### config.mk
export PLATFORM = sky130hd
export DESIGN_NAME = vfp_vtiming
export DESIGN_NICKNAME = d
export VERILOG_FILES = /design/src/rtl/vfp_pkg.sv /design/src/rtl/vfp_onehot_ring.sv /design/src/rtl/vfp_phase_div.sv /design/src/rtl/vfp_blank_ring.sv /design/src/rtl/vfp_sync_shaper.sv /design/src/rtl/vfp_vtiming.sv
export SDC_FILE = /design/constraint.sdc
export NUM_CORES = 1
export LEC_CHECK = 0
export ABC_CLOCK_PERIOD_IN_PS = 1600
export CORE_MARGIN = 10
export CORE_UTILIZATION = 35
export DETAILED_ROUTE_END_ITERATION = 8
export PLACE_DENSITY = 0.47
export SYNTH_ARGS = -nofsm -noshare
export SYNTH_HDL_FRONTEND = slang
export SYNTH_SLANG_ARGS = --single-unit
### constraint.sdc
create_clock -name clk -period 1.6 [get_ports clk]
set_input_delay 0.48 -clock clk [delete_from_list [all_inputs] [get_ports clk]]
set_output_delay 0.48 -clock clk [all_outputs]
set_load 0.01 [all_outputs]
### src/rtl/vfp_pkg.sv
package vfp_pkg;

  // Greatest common divisor, used at elaboration to require coprime rings.
  function automatic int gcd(input int a, input int b);
    int x;
    int y;
    int t;
    x = a;
    y = b;
    while (y != 0) begin
      t = x % y;
      x = y;
      y = t;
    end
    return x;
  endfunction

endpackage

### src/rtl/vfp_onehot_ring.sv
module vfp_onehot_ring #(
  parameter int LEN = 16
) (
  input  logic clk,
  input  logic rst,
  input  logic adv,
  output logic at_last
);
  logic [LEN-1:0] pos;

  always_ff @(posedge clk) begin
    if (rst) pos <= {{(LEN-1){1'b0}}, 1'b1};
    else if (adv) pos <= {pos[LEN-2:0], pos[LEN-1]};
  end

  assign at_last = pos[LEN-1];

  // exactly one position is marked in each ring
  assert_ring_onehot_R1: assert property (@(posedge clk) disable iff (rst)
    $countones(pos) == 1);

endmodule

### src/rtl/vfp_phase_div.sv
module vfp_phase_div #(
  parameter int A = 16,
  parameter int B = 33
) (
  input  logic clk,
  input  logic rst,
  input  logic h_tick,
  output logic v_tick
);
  localparam int PERIOD = A * B;
  localparam int CW     = $clog2(PERIOD);

  logic a_last, b_last;

  vfp_onehot_ring #(.LEN(A)) u_ring_a (
    .clk(clk), .rst(rst), .adv(h_tick), .at_last(a_last)
  );
  vfp_onehot_ring #(.LEN(B)) u_ring_b (
    .clk(clk), .rst(rst), .adv(h_tick), .at_last(b_last)
  );

  assign v_tick = h_tick & a_last & b_last;

  initial assert (vfp_pkg::gcd(A, B) == 1);

  // Independent strobe counter used only by the check below.
  logic [CW-1:0] seen;
  always_ff @(posedge clk) begin
    if (rst) seen <= '0;
    else if (h_tick) seen <= v_tick ? '0 : seen + 1'b1;
  end

  // boundary coincides with the PERIOD-th strobe and no other
  assert_vtick_period_R1: assert property (@(posedge clk) disable iff (rst)
    h_tick |-> (v_tick == (seen == CW'(PERIOD - 1))));

endmodule

### src/rtl/vfp_blank_ring.sv
module vfp_blank_ring #(
  parameter int LEN = 32,
  parameter int RUN = 3
) (
  input  logic clk,
  input  logic rst,
  input  logic adv,
  output logic blank,
  output logic first_unit
);
  function automatic logic [LEN-1:0] init_pattern();
    logic [LEN-1:0] p;
    for (int i = 0; i < LEN; i++) p[i] = (i < RUN);
    return p;
  endfunction

  localparam logic [LEN-1:0] INIT = init_pattern();

  logic [LEN-1:0] ring;

  always_ff @(posedge clk) begin
    if (rst) ring <= INIT;
    else if (adv) ring <= {ring[0], ring[LEN-1:1]};
  end

  assign blank      = ring[0];
  assign first_unit = ring[0] & ~ring[LEN-1];

  // the run of blank units keeps its length while circulating
  assert_run_length_R3: assert property (@(posedge clk) disable iff (rst)
    $countones(ring) == RUN);

  // the pattern moves only on a vertical unit boundary
  assert_hold_between_R4: assert property (@(posedge clk) disable iff (rst)
    !adv |=> $stable(ring));

endmodule

### src/rtl/vfp_sync_shaper.sv
module vfp_sync_shaper #(
  parameter int LINES = 2,
  parameter bit POL   = 1'b1
) (
  input  logic clk,
  input  logic rst,
  input  logic start,
  input  logic line_start,
  output logic sync_q
);
  localparam int CW = $clog2(LINES + 1);

  logic          active, nxt_active;
  logic [CW-1:0] cnt, nxt_cnt;

  always_comb begin
    nxt_active = active;
    nxt_cnt    = cnt;
    if (start) begin
      nxt_active = 1'b1;
      nxt_cnt    = '0;
    end else if (active && line_start) begin
      if (cnt == CW'(LINES - 1)) begin
        nxt_active = 1'b0;
        nxt_cnt    = '0;
      end else begin
        nxt_cnt = cnt + 1'b1;
      end
    end
  end

  always_ff @(posedge clk) begin
    if (rst) begin
      active <= 1'b0;
      cnt    <= '0;
      sync_q <= ~POL;
    end else begin
      active <= nxt_active;
      cnt    <= nxt_cnt;
      sync_q <= nxt_active ? POL : ~POL;
    end
  end

  // a trigger always opens the pulse
  assert_open_R5: assert property (@(posedge clk) disable iff (rst)
    start |=> active);

  // the pulse only closes on a line start
  assert_close_on_line_R6: assert property (@(posedge clk) disable iff (rst)
    (active && !start && !line_start) |=> active);

  // line count stays below the pulse width
  assert_count_range_R6: assert property (@(posedge clk) disable iff (rst)
    active |-> (cnt < CW'(LINES)));

  // line starts cannot open a pulse
  assert_idle_stays_R7: assert property (@(posedge clk) disable iff (rst)
    (!active && !start) |=> !active);

endmodule

### src/rtl/vfp_vtiming.sv
module vfp_vtiming #(
  parameter int DIV_A       = 16,
  parameter int DIV_B       = 33,
  parameter int UNITS       = 32,
  parameter int BLANK_UNITS = 3,
  parameter int SYNC_LINES  = 2,
  parameter bit SYNC_POL    = 1'b1
) (
  input  logic clk,
  input  logic rst,
  input  logic h_tick,
  input  logic line_start,
  output logic vblank,
  output logic vsync
);
  logic v_tick;
  logic first_unit;
  logic sync_start;

  vfp_phase_div #(.A(DIV_A), .B(DIV_B)) u_div (
    .clk(clk), .rst(rst), .h_tick(h_tick), .v_tick(v_tick)
  );

  vfp_blank_ring #(.LEN(UNITS), .RUN(BLANK_UNITS)) u_blank (
    .clk(clk), .rst(rst), .adv(v_tick),
    .blank(vblank), .first_unit(first_unit)
  );

  // Leaving the first blank unit (front porch) triggers sync.
  assign sync_start = v_tick & first_unit;

  vfp_sync_shaper #(.LINES(SYNC_LINES), .POL(SYNC_POL)) u_sync (
    .clk(clk), .rst(rst), .start(sync_start),
    .line_start(line_start), .sync_q(vsync)
  );

  // sync lies inside blanking (needs line starts within the back porch)
  assert_sync_in_blank_R3: assert property (@(posedge clk) disable iff (rst)
    (vsync == SYNC_POL) |-> vblank);

endmodule

# Yosys cells after proc, flatten, opt, wreduce, memory -nomap -nowiden
# Cells that the tools add are included.
[totals]
inputBits = 4
reg_bits = 85
wordCells = 20
[op_classes]
n_eq_ne = 1
reduce_logical = 2
addsub = 1
bitwise = 5
n_mux = 5
[ops]
columns = ["op", "n"]
rows = [
  ["bitwise AND 1 bit", 4],
  ["two-way mux 1 bit", 4],
  ["adder 2 x 1 -> 2 bit (second input constant)", 1],
  ["== test 2 x 1 -> 1 bit (second input constant)", 1],
  ["two-way mux 2 bit", 1],
  ["OR reduction 2 bit", 1],
  ["logical AND 1 bit", 1],
  ["inverter 1 bit", 1],
]

# Logic depth before layout (Yosys ltp)
# Gate-level depths: netlist of the first run.
[depth]
depth_word = 5
mapped_depth = 6
mapped_depth_nobuf = 3

# Cells and area by module
# A second synthesis of the first run with hierarchy kept.
[hier_totals]
cells_unflattened = 277
area_unflattened_um2 = 3099.2
[by_module_without_submodules]
columns = ["mod", "seq_area_each_um2", "cells_per_inst", "n_inst", "area_per_inst_um2"]
rows = [
  ["vfp_onehot_ring at u_div.u_ring_b", 660.6, 107, 1, 1206.2],
  ["vfp_blank_ring", 640.6, 104, 1, 1183.6],
  ["vfp_onehot_ring at u_div.u_ring_a", 320.3, 52, 1, 581.8],
  ["vfp_sync_shaper", 60.1, 12, 1, 115.1],
  ["vfp_phase_div", 0.0, 1, 1, 6.3],
  ["vfp_vtiming", 0.0, 1, 1, 6.3],
]

# Worst setup path before layout of the first run
# No wires, ideal clock.
[synth_timing]
path_type = "input-to-reg"
startpoint = "in h_tick"
endpoint = "reg u_blank.ring[0]"
n_path_buf = 3
setup_time_ns = 0.122
path_stages = 6
t_required_ns = 1.478
slack_ns = 0.336
t_arrival_ns = 1.142
path_cell_list = "buf_4 > and3_1 > buf_4 > buf_6 > nand2_1 > nand3b_1"
[synth_via]
elab_chain_len = 2
[synth_lines]
columns = ["element", "line_no", "rtl"]
rows = [
  ["start: declaration", "vfp_vtiming.sv:11", "input logic h_tick,"],
  ["bitwise AND 1 bit (2 in a row)", "vfp_phase_div.sv:22", "assign v_tick = h_tick & a_last & b_last;"],
  ["end signal: assignment", "vfp_blank_ring.sv:23", "else if (adv) ring <= {ring[0], ring[LEN-1:1]};"],
  ["end: declaration", "vfp_blank_ring.sv:19", "logic [LEN-1:0] ring;"],
]
# No other way between the ends.
# A chain may end at the register's enable or synchronous reset.

# Worst setup path in the final report of the first run
[layout_timing]
startpoint = "reg u_blank.ring[0]"
endpoint = "out vblank"
[layout_lines]
columns = ["element", "line_no", "rtl"]
rows = [
  ["end: declaration", "vfp_vtiming.sv:13", "output logic vblank,"],
]
# No word-level cell between the ends.

==> qor.txt, run 1 <==
status: finished clean
worst setup path category: register to output port
synthesized instance count: 313
Worst Tran Pin Value: 0.5146 ns
mapped cell area: 2982 um^2
final WL: 4750 um
post-synthesis sequential area ratio: 56.40%
Commonest cells post-synth: dfxtp_1 (84), nand2_1 (67), mux2i_1 (47), nor2_1 (47), a21oi_1 (30)
Worst-path clk slew: 0.09 ns
VDD IR max: 0.0004658 V
crit-path leading delay family: flip-flops
Nets: 320
top_reg_cell synth: dfxtp_1
layout cells sized above 1: 8.411%
Die ar.: 12,610 um^2
Synth-to-Final Area Change: 13.43%
setup TNS: 0 ns
WP depth: 1
first-pass GRT wire length: 8597 um
root buffer cell: clkbuf_8
antenna viol nets, final: 0
PwrDens: 1242 nW/um^2
RePlAce Congestion: 0.6524
Synth Net Count: 317
largest net degree at the start of global routing: 34
Hold Vio Cnt, Final: 0
MaxCap Viol Count: 0
worst path bufs/invs: 1
critical path's largest stage delay: 0.39 ns
Die Span Y: 112.3 um
via/cell ratio: 4.636
setup violators final: 0
leakage: 0.001344 uW
f_max: 0.6685 GHz
drt initial violations: 86
r2r endpoint: u_sync.cnt[1]
clk sinks: 84
hpwl dp: 2840 um
worst path cell trace: dlygate4sd2_1
Async S/R FF share, synth: 0%
CTS tree: done
Top Ports: 6
min cycle time layout: 1.496 ns
Max Slew Vio Count: 0
reg2reg start: u_div.u_ring_a.pos[15]
worst hold path type: register to register
synth top area cells: dfxtp_1 (56%), mux2i_1 (16%), nand2_1 (8.4%)
final clock skew: 0.01149 ns
Netlist cell types: 19
RSZ-0062 raised after global routing: no
synthesized flop and latch total: 84
Post-synth EDFFs: 0
Syn. warnings: 0
Reg area: 1682 um^2
CTS Buf Count: 9
CP Launch Type: register
crit path max fanout: 5
gr ovfl total: 0
GRT Total Usage: 8.163%
Yosys top cell area share: 56.40%
H-Tree Depth: 3
core footprint: 8258 um^2
final period utilization: 93.49%
Worst Setup EP: vblank
Initial DRT Pass Iterations: 4
# port buffers: 5
slowest CP cell: dfxtp_1
Reg2Reg Setup Slack: 0.52 ns
Multi-input gate area: 1156 um^2
crit path from: u_blank.ring[0]
drt wl/cell: 11.15 um
final instance area: 3382 um^2
# rows: 33
worst-skew pair later-pin latency: 0.35 ns
Die X-Extent: 112.3 um
antenna violations before repair: 1
Worst Path Required: 1.12 ns
worst rel slew slack: 65.70%
Clock Tree Buf Depth: 2
number of antenna diodes: 0
Worst Reg-to-Reg Cells: 3
Synth area leader: dfxtp_1
most common cell in the netlist: dfxtp_1
CP arrival: 1.02 ns
Mapped Avg Cell Area: 9.526 um^2
number of global-route vias before repair: 1,829
DRC: 0
FILL cells: 860
Area after DPL: 3114 um^2
fin util: 40.95%
Setup crit end kind: output port
Starting Density: 36.11%
vias post-DR: 1,975
cell families (layout without fill, tap and decap cells):
family,Yosys count,count (layout),share of synthesized area [%]
buffers and inverters,22,30,4.826
muxes,47,47,15.78
and+or+nand+nor,126,126,16.91
DFF,84,84,56.40
xor gates and xnor gates,1,1,0.2938
AOI/OAI and AO/OA,33,33,5.791
worst register-to-register path: cells and delay by family, from the launching register on:
family        cells  cell delay, ns
simple gates      3            0.59
flops             1            0.39
sequential cells by signal (all words and copies together), names as in the netlist:
name and count:
u_blank.ring 32, u_div.u_ring_a.pos 16, u_div.u_ring_b.pos 33, u_sync.active 1, u_sync.cnt 2
layout make-up:
class	count	share of cell area, %
well taps	105	3.885
flip-flops and latches	84	49.72
clock inverters	7	4.329
repair buffers	14	4.218
clock buffers	9	3.663
multi-input cells	207	34.18
power breakdown:
group / total, uW / switching [uW] / leakage, uW / internal (uW)
combinational: 124 / 73.5 / 0.000531 / 50.8
sequential: 2110 / 5.42 / 0.000678 / 2100
clock: 1970 / 763 / 0.000134 / 1210
total: 4200 / 842 / 0.00134 / 3360
layout by cell type, fill, tap and decap left out:
cell type,n
a211o_1,2
clkinv_4,1
xor2_1,1
bufinv_16,4
mux2i_1,47
nand3b_1,4
a21oi_1,30
nor3_1,2
nor2b_1,2
and3_1,1
inv_6,2
clkdlybuf4s50_1,1
buf_4,6
buf_2,2
o21ai_0,1
nand2_1,67
dlygate4sd2_1,2
nor3b_1,1
nor2_1,47
nand3_1,2
dfxtp_1,84
clkbuf_8,9
buf_12,3
repair_timing:
item                                    4_1_cts  5_1_grt
buffers inserted                              0        0
resized for setup                             2        0
hold buffers                                  0        0
endpoints found under the hold margin         0        0
endpoints found under the setup margin        2        0
how the worst min path moves through the flow:
stage	from	to	slack, ns	cells past startpoint
2_1_floorplan	u_sync.cnt[1]	u_sync.cnt[1]	0.41	2
3_3_place_gp	u_sync.cnt[1]	u_sync.cnt[1]	0.43	2
3_5_place_dp	u_sync.cnt[1]	u_sync.cnt[1]	0.43	2
4_1_cts	u_sync.cnt[1]	u_sync.cnt[1]	0.44	2
5_1_grt	u_blank.ring[14]	u_blank.ring[13]	0.47	2
6_report	u_sync.cnt[1]	u_sync.cnt[1]	0.44	2
metal layers:
layer  vias to the layer above  GRT usage [%]  part of all wire [%]
li1                       1029              -                     -
met1                       918          10.46                    53
met2                        16          11.12                    40
met3                        10          3.088                   4.1
met4                         2          5.330                   1.9
met5                         -              0                  0.27
through the flow:
stage          total power, uW  hold WS [ns]  std cells  setup WS [ns]
5_1_grt                   4373        0.4677        426        0.02476
3_5_place_dp              2280        0.4284        410         0.1541
2_1_floorplan             2254        0.4111        313         0.3357
4_1_cts                   4290        0.4412        426        0.07218
6_report                  4200        0.4427        426         0.1041
3_3_place_gp              2280        0.4261        410         0.1634
Note: power is estimated with default switching activity, not from simulation.
==> inputs of run 2 (changes only) <==
Settings changed: ABC_CLOCK_PERIOD_IN_PS 1600 to 1800.
Clock period 1.6 ns to 1.8 ns, I/O delays scaled along.
==> run 2 against run 1 <==
Effect of this change:
- first-iteration DRC count down 50%
- sequential power down 11%
- wire length down 2.4%
- register-to-register slack better by 0.18 ns
- worst hold slack better by 0.0052 ns
- clock power down 32%
- via count down 0.76%
- critical path depth unchanged
- combinational power down 10%
- die area unchanged
- total power down 21%
- clock skew down 0.0011 ns
==> qor.txt, run 2 (synthesis gave the netlist of run 1 again) <==
status: finished clean
CP Launch Type: register
Sw Share: 22.87%
Reg area: 1683 um^2
number of global-route vias before repair: 1,887
cts hold-fix bufs: 0
# rows: 33
worst rel slew slack: 58.46%
Setup crit end kind: output port
VDD IR max: 0.0003626 V
via/cell ratio: 4.569
number of antenna diodes: 0
Synth-to-Final Area Change: 11.41%
largest net degree at the start of global routing: 34
Net Sw Power: 758.7 uW
root buffer cell: clkbuf_8
highest metal used: met4
Hold Vio Cnt, Final: 0
Clock Tree Buf Depth: 2
Die Span Y: 112.3 um
Worst Setup EP: vblank
total power: 3318 uW
Logic pwr share: 3.3%
GRT Total Usage: 7.848%
Starting Density: 36.11%
final WL: 4635 um
antenna violations before repair: 0
layout cells sized above 1: 9.568%
most frequent cells in the layout: dfxtp_1 (83), nand2_1 (67), mux2i_1 (47), nor2_1 (47), a21oi_1 (30)
H-Tree Depth: 3
FILL cells: 846
fin util: 40.23%
Initial DRT Pass Iterations: 4
CTS Buf Count: 9
Die X-Extent: 112.3 um
Worst Reg-to-Reg Cells: 4
Nets: 323
M1 WL: 2486 um
Reg2Reg Setup Slack: 0.70 ns
drt wl/cell: 10.80 um
worst setup path category: register to output port
Max Slew Vio Count: 0
Top Ports: 6
CP arrival: 1.04 ns
reg2reg start: u_div.u_ring_b.pos[32]
Worst Tran Pin Value: 0.6231 ns
antenna viol nets, final: 0
Multi-input gate area: 1156 um^2
setup TNS: 0 ns
clk sinks: 84
Largest Register: u_div.u_ring_b.pos
Worst-path clk slew: 0.09 ns
Pint: 2559 uW
most common cell after layout, fill and taps aside: dfxtp_1
Resize count post-CTS: 3
Hold Slack: 0.4479 ns
core footprint: 8258 um^2
Worst Path Required: 1.26 ns
CTS tree: done
DRC: 0
critical path's largest stage delay: 0.40 ns
first-pass GRT wire length: 8335 um
crit path from: u_blank.ring[0]
hpwl dp: 2916 um
crit-path leading delay family: flip-flops
biggest regs: u_div.u_ring_b.pos (33), u_blank.ring (32), u_div.u_ring_a.pos (16)
postcts setup bufs: 0
setup violators final: 0
final period utilization: 87.97%
Die ar.: 12,610 um^2
RePlAce Congestion: 0.6729
min cycle time layout: 1.583 ns
WP depth: 1
PwrDens: 998.8 nW/um^2
met2 routed WL: 1834 um
drt initial violations: 43
slowest CP cell: dfxtp_1
# port buffers: 5
worst path cell trace: dlygate4sd2_1
max FFs per register: 33
worst-skew pair later-pin latency: 0.35 ns
leakage: 0.001309 uW
worst hold path type: register to register
vias post-DR: 1,960
power share of the clock group: 40.3%
MaxCap Viol Count: 0
crit path max fanout: 5
r2r endpoint: u_sync.active
RSZ-0062 raised after global routing: no
post-route setup slack: 0.2165 ns
met3 routed WL: 188 um
final clock skew: 0.01039 ns
pre-CTS setup slack: 0.2863 ns
gr ovfl total: 0
Seq pwr share: 56.4%
worst path bufs/invs: 1
f_max: 0.6315 GHz
## run 2: how the worst min path moves through the flow
stage                     cells past startpoint            end  slack, ns     startpoint
after detailed placement                      2  u_sync.cnt[1]       0.43  u_sync.cnt[1]
after global placement                        2  u_sync.cnt[1]       0.43  u_sync.cnt[1]
final                                         2  u_sync.cnt[1]       0.45  u_sync.cnt[1]
after CTS                                     2  u_sync.cnt[1]       0.44  u_sync.cnt[1]
after floorplan                               2  u_sync.cnt[1]       0.41  u_sync.cnt[1]
after global routing                          2  u_sync.cnt[1]       0.45  u_sync.cnt[1]
## run 2: stage by stage
stage	cells	area, um^2
floorplan	313	2982
global placement	413	3124
detailed placement	413	3124
CTS	429	3322
global route	429	3322
finish	429	3322
## run 2: area by class of cell
cell class / instances / area share [%]
Clock buffer: 9 / 3.729
Clock inverter: 7 / 2.260
Multi-Input combinational cell: 207 / 34.80
Sequential cell: 84 / 50.66
Tap cell: 105 / 3.955
Timing Repair Buffer: 17 / 4.595
## run 2: metal layers
layer	GRT usage, %	vias to the layer above
li1	-	1033
met1	10.03	896
met2	10.89	21
met3	2.769	10
met4	5.076	0
met5	0	-
## run 2: power groups by stage
stage | clock (uW) | sequential (uW) | combinational [uW]
2_1_floorplan | 0 | 1910 | 89.7
3_5_place_dp | 0 | 1920 | 114
3_3_place_gp | 0 | 1920 | 113
4_1_cts | 1390 | 1870 | 114
5_1_grt | 1460 | 1870 | 123
6_report | 1340 | 1870 | 111
